## src/rtl/xirq_pkg.sv

```systemverilog
package xirq_pkg;
  localparam int GRP_MAX = 4;
  localparam int GRP_W   = 8;
  localparam int AW      = 3;

  typedef enum logic [1:0] {
    SNS_LOW  = 2'b00,
    SNS_ANY  = 2'b01,
    SNS_FALL = 2'b10,
    SNS_RISE = 2'b11
  } sense_e;

  localparam logic [AW-1:0] A_SENSE = 3'd0;
  localparam logic [AW-1:0] A_EN    = 3'd1;
  localparam int            A_PM0   = 2;
  localparam int            EN_GRP_LSB = 4;
endpackage

```

## src/rtl/xirq_sync.sv

```systemverilog
module xirq_sync #(
  parameter int W = 1
) (
  input  logic         clk,
  input  logic         rst_n,
  input  logic [W-1:0] d_i,
  output logic [W-1:0] q_o
);
  logic [W-1:0] meta_q, sync_q;

  always_ff @(posedge clk or negedge rst_n) begin
    if (!rst_n) begin
      meta_q <= '0;
      sync_q <= '0;
    end else begin
      meta_q <= d_i;
      sync_q <= meta_q;
    end
  end

  assign q_o = sync_q;
endmodule

```

## src/rtl/xirq_sense.sv

```systemverilog
module xirq_sense
  import xirq_pkg::*;
(
  input  logic   clk,
  input  logic   rst_n,
  input  logic   pin_s,
  input  sense_e mode,
  input  logic   ack,
  output logic   raw_o
);
  logic prev_q, flag_q, hit;

  always_comb begin
    unique case (mode)
      SNS_ANY:  hit = pin_s ^ prev_q;
      SNS_FALL: hit = prev_q & ~pin_s;
      SNS_RISE: hit = ~prev_q & pin_s;
      default:  hit = 1'b0;
    endcase
  end

  always_ff @(posedge clk or negedge rst_n) begin
    if (!rst_n) begin
      prev_q <= 1'b0;
      flag_q <= 1'b0;
    end else begin
      prev_q <= pin_s;
      if (mode == SNS_LOW) flag_q <= 1'b0;
      else                 flag_q <= (flag_q & ~ack) | hit;
    end
  end

  assign raw_o = (mode == SNS_LOW) ? ~pin_s : flag_q;

  p_flag_hold_r7: assert property (@(posedge clk) disable iff (!rst_n)
    (flag_q && !ack && mode != SNS_LOW) |=> flag_q);
  p_no_spurious_r10: assert property (@(posedge clk) disable iff (!rst_n)
    $rose(flag_q) |-> $past(pin_s != prev_q));
  p_level_release_r3: assert property (@(posedge clk) disable iff (!rst_n)
    (mode == SNS_LOW && $past(mode) == SNS_LOW && $rose(pin_s)) |-> !raw_o);
endmodule

```

## src/rtl/xirq_pcgroup.sv

```systemverilog
module xirq_pcgroup #(
  parameter int W = 8
) (
  input  logic         clk,
  input  logic         rst_n,
  input  logic [W-1:0] pins_s,
  input  logic [W-1:0] pmask,
  input  logic         ack,
  output logic         flag_o
);
  logic [W-1:0] prev_q;
  logic         flag_q;
  logic         hit;

  assign hit = |((pins_s ^ prev_q) & pmask);

  always_ff @(posedge clk or negedge rst_n) begin
    if (!rst_n) begin
      prev_q <= '0;
      flag_q <= 1'b0;
    end else begin
      prev_q <= pins_s;
      flag_q <= (flag_q & ~ack) | hit;
    end
  end

  assign flag_o = flag_q;

  p_grp_hold_r7: assert property (@(posedge clk) disable iff (!rst_n)
    (flag_q && !ack) |=> flag_q);
  p_grp_cause_r9: assert property (@(posedge clk) disable iff (!rst_n)
    $rose(flag_q) |-> ($past(pins_s) != $past(prev_q)));
endmodule

```

## src/rtl/xirq_ctrl.sv

```systemverilog
module xirq_ctrl
  import xirq_pkg::*;
#(
  parameter bit HAS_UPPER = 1'b1
) (
  input  logic                     clk,
  input  logic                     rst_n,
  input  logic                     bus_we,
  input  logic [AW-1:0]            bus_addr,
  input  logic [7:0]               bus_wdata,
  output logic [7:0]               bus_rdata,
  input  logic                     gie,
  input  logic                     ext_pin,
  input  logic [GRP_MAX*GRP_W-1:0] pc_pins,
  input  logic                     ack_ext,
  input  logic [GRP_MAX-1:0]       ack_grp,
  output logic                     ext_req,
  output logic [GRP_MAX-1:0]       grp_req
);
  localparam int          NGRP     = HAS_UPPER ? GRP_MAX : 2;
  localparam int          SYNC_W   = 1 + GRP_MAX*GRP_W;
  localparam logic [7:0]  EN_WMASK = HAS_UPPER ? 8'hF1 : 8'h31;

  sense_e                            sense_q;
  logic [7:0]                        en_q;
  logic [GRP_MAX-1:0][GRP_W-1:0]     pmask_q;
  logic [SYNC_W-1:0]                 sync_s;
  logic                              ext_raw;
  logic [GRP_MAX-1:0]                gflag;

  always_ff @(posedge clk or negedge rst_n) begin
    if (!rst_n) begin
      sense_q <= SNS_LOW;
      en_q    <= '0;
      pmask_q <= '0;
    end else if (bus_we) begin
      if (bus_addr == A_SENSE) sense_q <= sense_e'(bus_wdata[1:0]);
      if (bus_addr == A_EN)    en_q    <= bus_wdata & EN_WMASK;
      for (int g = 0; g < GRP_MAX; g++) begin
        if (g < NGRP && bus_addr == AW'(A_PM0 + g)) pmask_q[g] <= bus_wdata;
      end
    end
  end

  always_comb begin
    bus_rdata = '0;
    if (bus_addr == A_SENSE) bus_rdata = {6'b0, sense_q};
    if (bus_addr == A_EN)    bus_rdata = en_q;
    for (int g = 0; g < GRP_MAX; g++) begin
      if (bus_addr == AW'(A_PM0 + g)) bus_rdata = pmask_q[g];
    end
  end

  xirq_sync #(.W(SYNC_W)) u_sync (
    .clk(clk), .rst_n(rst_n), .d_i({pc_pins, ext_pin}), .q_o(sync_s)
  );

  xirq_sense u_sense (
    .clk(clk), .rst_n(rst_n), .pin_s(sync_s[0]), .mode(sense_q),
    .ack(ack_ext), .raw_o(ext_raw)
  );

  for (genvar g = 0; g < GRP_MAX; g++) begin : g_grp
    if (g < NGRP) begin : g_on
      xirq_pcgroup #(.W(GRP_W)) u_grp (
        .clk(clk), .rst_n(rst_n),
        .pins_s(sync_s[1 + g*GRP_W +: GRP_W]),
        .pmask(pmask_q[g]), .ack(ack_grp[g]), .flag_o(gflag[g])
      );
    end else begin : g_off
      assign gflag[g] = 1'b0;
    end
    assign grp_req[g] = gie & en_q[EN_GRP_LSB + g] & gflag[g];
  end

  assign ext_req = gie & en_q[0] & ext_raw;

  p_gie_gate_r8: assert property (@(posedge clk) disable iff (!rst_n)
    !gie |-> (!ext_req && grp_req == '0));
  p_absent_en_r11: assert property (@(posedge clk) disable iff (!rst_n)
    (!HAS_UPPER && bus_we && bus_addr == A_EN) |=> (en_q[7:6] == 2'b00));
  p_ctrl_wr_r2: assert property (@(posedge clk) disable iff (!rst_n)
    (bus_we && bus_addr == A_SENSE) |=> (sense_q == $past(bus_wdata[1:0])));
endmodule

```

## config.mk

```make
export PLATFORM = sky130hd
export DESIGN_NAME = xirq_ctrl
export DESIGN_NICKNAME = d
export VERILOG_FILES = /design/src/rtl/xirq_pkg.sv /design/src/rtl/xirq_sync.sv /design/src/rtl/xirq_sense.sv /design/src/rtl/xirq_pcgroup.sv /design/src/rtl/xirq_ctrl.sv
export SDC_FILE = /design/constraint.sdc
export NUM_CORES = 1
export LEC_CHECK = 0
export BUFFER_PORTS_ARGS = -buffer_cell sky130_fd_sc_hd__buf_2
export CORE_ASPECT_RATIO = 0.7
export CORE_MARGIN = 2
export CORE_UTILIZATION = 31
export CTS_CLUSTER_DIAMETER = 100
export CTS_CLUSTER_SIZE = 25
export DETAILED_ROUTE_END_ITERATION = 8
export GPL_TIMING_DRIVEN = 0
export REMOVE_ABC_BUFFERS = 1
export SLEW_MARGIN = 30
export SYNTH_ARGS = -nofsm -noshare
export SYNTH_HDL_FRONTEND = slang
export SYNTH_SLANG_ARGS = --single-unit
export TNS_END_PERCENT = 100
```

## constraint.sdc

```tcl
create_clock -name clk -period 1.5 [get_ports clk]
set_input_delay 0.3 -clock clk [delete_from_list [all_inputs] [get_ports clk]]
set_output_delay 0.3 -clock clk [all_outputs]
set_load 0.02 [all_outputs]
```

==> results.txt <==
The flow ran to the end, but the final reports show violations. The final reports fail on setup timing. Area share of the largest cell type after synthesis: 0.7146. In this run, placement finished with an instance count of 566.

Counting flops and latches in the post-synthesis netlist gives 143. For the worst flop-to-flop path, the logic depth is 4. The combinational share of power was 0.148.

The run gives 652 as the non-filler instance count after layout. The cell type of the slowest stage on the worst timing path was sky130_fd_sc_hd__mux4_2. The count of distinct cell types in the synthesized netlist came out at 32. The utilization of the core after routing is 0.4367, and the number of cell rows is 38. The share of the clock period used by the worst path is 1.273, and the height of the chip is 110.3 um.

The first global-routing pass estimated 17.15 mm of wire. The area growth from synthesis to layout is 36.41%. The cell area that synthesis handed to floorplanning was 5007 sq um. On the final layout, the worst clock skew is 0.003831 ns. Worst hold path stage count: 2. The launch point of the worst reg-to-reg path was u_sync.q_o[1]. For this design the static power due to leakage is 3.081 nW. The run gives 3262 as the number of global-route vias before repair. Classification of the worst setup path: reg -> out. The synthesized area per cell was 16.36 sq um; the final hold violation count was 0. Path type of the worst min-delay path: in -> reg. The longest clock path from root to sink contains 2 buffers.

The largest net degree at the start of global routing was 90. The number of max-slew violations in the final report is 0. Number of remaining DRC errors: 0. The logs give 0.401 for the relative contribution of the clock network to total power and 9 for the final count of negative-setup-slack endpoints. The logs give 66 for the number of top-level design ports and 15640 sq um for the standard cell core area. The tools report the overall power after layout as 10.04 mW.

The clock drives 143 sinks. The proportion of layout cells with a drive suffix above 1 was 0.4181. Number of iterations in the first detailed-routing pass: 4. The placed wire-length estimate was 6.982 mm; the sequential area share after synthesis was 0.7146. The upper clock frequency limit is 523.7 MHz.

The register-to-register setup slack came out at 0.14 ns. The share of total power consumed by net switching came out at 0.2460. The final layout contains 496 nets.

The critical path contains buffers and inverters numbering 2 combined. The tools report the startpoint of the worst hold path as bus_wdata[2]. The transition time at the pin with the least slew margin came out at 0.5570 ns. The sort of element at the end of the critical path was a primary output.

The number of antenna violations at the first check in global routing was 0; the overall die width was 155.9 um. In this design, the stage delay of the slowest critical-path cell is 0.49 ns. The largest total area in the synthesized netlist belongs to sky130_fd_sc_hd__dfrtp_1. The tools report the setup TNS after final layout as -2.214 ns. The kind of cell with the highest combined delay along the critical path is multiplexers.

The signal on the critical path passes through mux4_2, inv_2, o22ai_2, buf_6. The clock tree synthesis step divided the H-tree into 4 levels. The initial cell density of the core was 0.3201; the global routing usage summed across all routing layers was 0.1355. In the post-synthesis netlist, the biggest area contributors are sky130_fd_sc_hd__dfrtp_1, sky130_fd_sc_hd__mux2_2, sky130_fd_sc_hd__xor2_1. The number of port buffers is 65.

The clock insertion delay at the later pin of the skew report came out at 0.41 ns. The routed via count is 2926. The run gives 0.451 as the portion of total power attributed to sequential cells. The worst path arrival time was 1.61 ns. The logs give 0 for the number of antenna diodes and 7.567 mW for the internal power consumption.

The count of antenna-violating nets left after detailed routing is 0, and the first-iteration detailed-routing DRC count is 120. The worst path in the final design needs a cycle of 1.909 ns, including I/O delays and setup. The CTS clock-pin slew for the worst setup and hold paths is 0.06 ns, and the average wire per cell in the routed design is 16.37 um. Worst vdd rail ir drop: 0.0006774 V. The peak fanout along the critical path came out at 2. Summed over all nets, the switching power comes to 2.468 mW. The setup slack after layout is -0.4094 ns. The cell sitting at the root of the clock tree is a sky130_fd_sc_hd__clkbuf_16. The path with the worst hold slack has its endpoint at pmask_q[26]. The die covers 17200 sq um.

The run gives 0.1911 ns as the final hold slack. TritonCTS built the clock tree. The tool flagged a number of max-cap violations equal to 0. The data required time of the worst path is 1.20 ns, and the power density over cell area is 1469 nW/um^2. Setup repair after global routing could not meet its margin everywhere.

STA classifies the critical path startpoint as a flip-flop. The endpoint identified for the worst register-to-register timing path is g_grp[0].g_on.u_grp.flag_o. In the routed layout, each cell is associated on average with a via count of 4.488. During synthesis, Yosys emitted a total of 0 warnings. The sum of routed wire length over all layers came out at 10.67 mm. The tools report the global-route congestion overflow total as 0. Buffers inserted during clock tree synthesis total 17. The final weighted congestion of routability-driven global placement was 0.7469.

The relative slew slack is 0.6283, and the synthesized instance count is 306.
-- cells by family after synthesis --
kind of cell	synth area share
AND/OR/NAND/NOR	0.04098
XOR/XNOR	0.05597
flip-flops	0.7146
adder cells (fa/ha/maj)	0.004997
AO/OA/AOI/OAI	0.04972
buffers and inverters	0.01249
multiplexers	0.1212
-- cell type report --
cell class | count | area (sq um)
Inverter | 4 | 15.01
Timing Repair Buffer | 122 | 943.4
Clock inverter | 8 | 80.08
Fill cell | 1415 | 8812
Multi-Input combinational cell | 153 | 1466
Clock buffer | 22 | 494.2
Tap cell | 200 | 250.2
Sequential cell | 143 | 3581
-- worst max-delay path by stage --
stage	end	depth (start not counted)	slack, ns	start
3_3_place_gp	u_sync.meta_q[3]	1	-1.74	rst_n
6_report	bus_rdata[0]	4	-0.41	pmask_q[8]
4_1_cts	bus_rdata[0]	4	-0.40	pmask_q[8]
5_1_grt	bus_rdata[0]	4	-0.44	pmask_q[8]
2_1_floorplan	ext_req	3	0.07	sense_q[1]
3_5_place_dp	bus_rdata[4]	6	-0.57	bus_addr[0]
-- cell usage in the layout (no fill, tap or decap), types with 2 or more instances in the layout --
master,count
sky130_fd_sc_hd__a22o_1,4
sky130_fd_sc_hd__clkbuf_16,17
sky130_fd_sc_hd__clkinvlp_4,3
sky130_fd_sc_hd__inv_1,3
sky130_fd_sc_hd__a221oi_2,3
sky130_fd_sc_hd__nand2_1,5
sky130_fd_sc_hd__buf_2,51
sky130_fd_sc_hd__clkinv_2,2
sky130_fd_sc_hd__dfrtp_2,2
sky130_fd_sc_hd__buf_6,8
sky130_fd_sc_hd__o22ai_2,6
sky130_fd_sc_hd__ha_1,2
sky130_fd_sc_hd__a21oi_1,7
sky130_fd_sc_hd__a22oi_2,4
sky130_fd_sc_hd__dfrtp_1,141
sky130_fd_sc_hd__a222oi_1,4
sky130_fd_sc_hd__and3_1,3
sky130_fd_sc_hd__dlygate4sd3_1,34
sky130_fd_sc_hd__nor2_2,2
sky130_fd_sc_hd__nor2b_1,4
sky130_fd_sc_hd__nand3_2,2
sky130_fd_sc_hd__mux2_2,42
sky130_fd_sc_hd__xor2_1,32
sky130_fd_sc_hd__buf_4,25
sky130_fd_sc_hd__mux2i_1,10
sky130_fd_sc_hd__nand3_1,4
sky130_fd_sc_hd__inv_6,2
sky130_fd_sc_hd__clkbuf_8,5
sky130_fd_sc_hd__o22ai_1,3
sky130_fd_sc_hd__nand2b_1,2
sky130_fd_sc_hd__nor2_4,2
-- cells in the mapped netlist --
library cell,n
sky130_fd_sc_hd__nor2_4,1
sky130_fd_sc_hd__and2_1,1
sky130_fd_sc_hd__buf_6,2
sky130_fd_sc_hd__nand2b_4,1
sky130_fd_sc_hd__and3_1,4
sky130_fd_sc_hd__nand3_2,2
sky130_fd_sc_hd__nand2_1,5
sky130_fd_sc_hd__xor2_1,32
sky130_fd_sc_hd__o32a_1,1
sky130_fd_sc_hd__nor3b_4,1
sky130_fd_sc_hd__dfrtp_1,143
sky130_fd_sc_hd__mux2_2,43
sky130_fd_sc_hd__ha_1,2
sky130_fd_sc_hd__nand3_1,4
sky130_fd_sc_hd__nand2b_1,2
sky130_fd_sc_hd__buf_4,2
sky130_fd_sc_hd__a221oi_1,4
sky130_fd_sc_hd__a22o_1,4
sky130_fd_sc_hd__nor2_2,1
sky130_fd_sc_hd__nor2_1,3
sky130_fd_sc_hd__nor3b_1,1
sky130_fd_sc_hd__mux4_2,1
sky130_fd_sc_hd__a222oi_1,4
sky130_fd_sc_hd__a211oi_1,1
sky130_fd_sc_hd__mux2i_1,10
sky130_fd_sc_hd__a21oi_1,7
sky130_fd_sc_hd__nor2b_2,1
sky130_fd_sc_hd__nor2b_1,4
sky130_fd_sc_hd__buf_2,2
sky130_fd_sc_hd__a22oi_1,4
sky130_fd_sc_hd__o22ai_1,9
sky130_fd_sc_hd__inv_1,4
-- metal layers --
layer,GRT usage,vias to the layer above,wire (um)
met5,0,-,0
met4,0.05636,0,156
met3,0.04300,13,560
met2,0.2042,62,4737
met1,0.1826,1496,5215
li1,-,1355,-
-- metrics by stage --
step           area, sq um  setup WS [ns]
2_1_floorplan         4960        0.07074
3_3_place_gp          5535         -1.743
3_5_place_dp          5573        -0.5725
4_1_cts               6696        -0.3961
5_1_grt               6830        -0.4448
6_report              6830        -0.4094
-- power groups by stage --
stage / combinational, mW / clock [mW] / sequential, mW
finish: 1.49 / 4.03 / 4.52
floorplan: 0.634 / 0 / 4.50
detailed placement: 1.01 / 0 / 4.62
global placement: 0.968 / 0 / 4.61
global route: 1.61 / 4.30 / 4.57
CTS: 1.35 / 4.11 / 4.52
-- sequential cells by signal, summed over array words and instances (netlist names) --
name	count
en_q	5
g_grp.g_on.u_grp.flag_o	4
g_grp.g_on.u_grp.prev_q	32
pmask_q	32
sense_q	2
u_sense.flag_q	1
u_sense.prev_q	1
u_sync.meta_q	33
u_sync.q_o	33
-- worst register-to-register path, stage by stage (launching register included) --
cell                       delay (ns)
sky130_fd_sc_hd__dfrtp_1         0.40
sky130_fd_sc_hd__xor2_1          0.15
sky130_fd_sc_hd__a22o_1          0.23
sky130_fd_sc_hd__a221oi_2        0.32
sky130_fd_sc_hd__nand3_1         0.13
-- timing repair --
action                     4_1_cts  5_1_grt
buffers inserted                17        5
resized for setup               25       18
setup endpoints to repair       24       11
hold endpoints to repair        86        1
hold buffers                    33        1
pin swaps                        6        6
(Power assumes the default switching activity.)
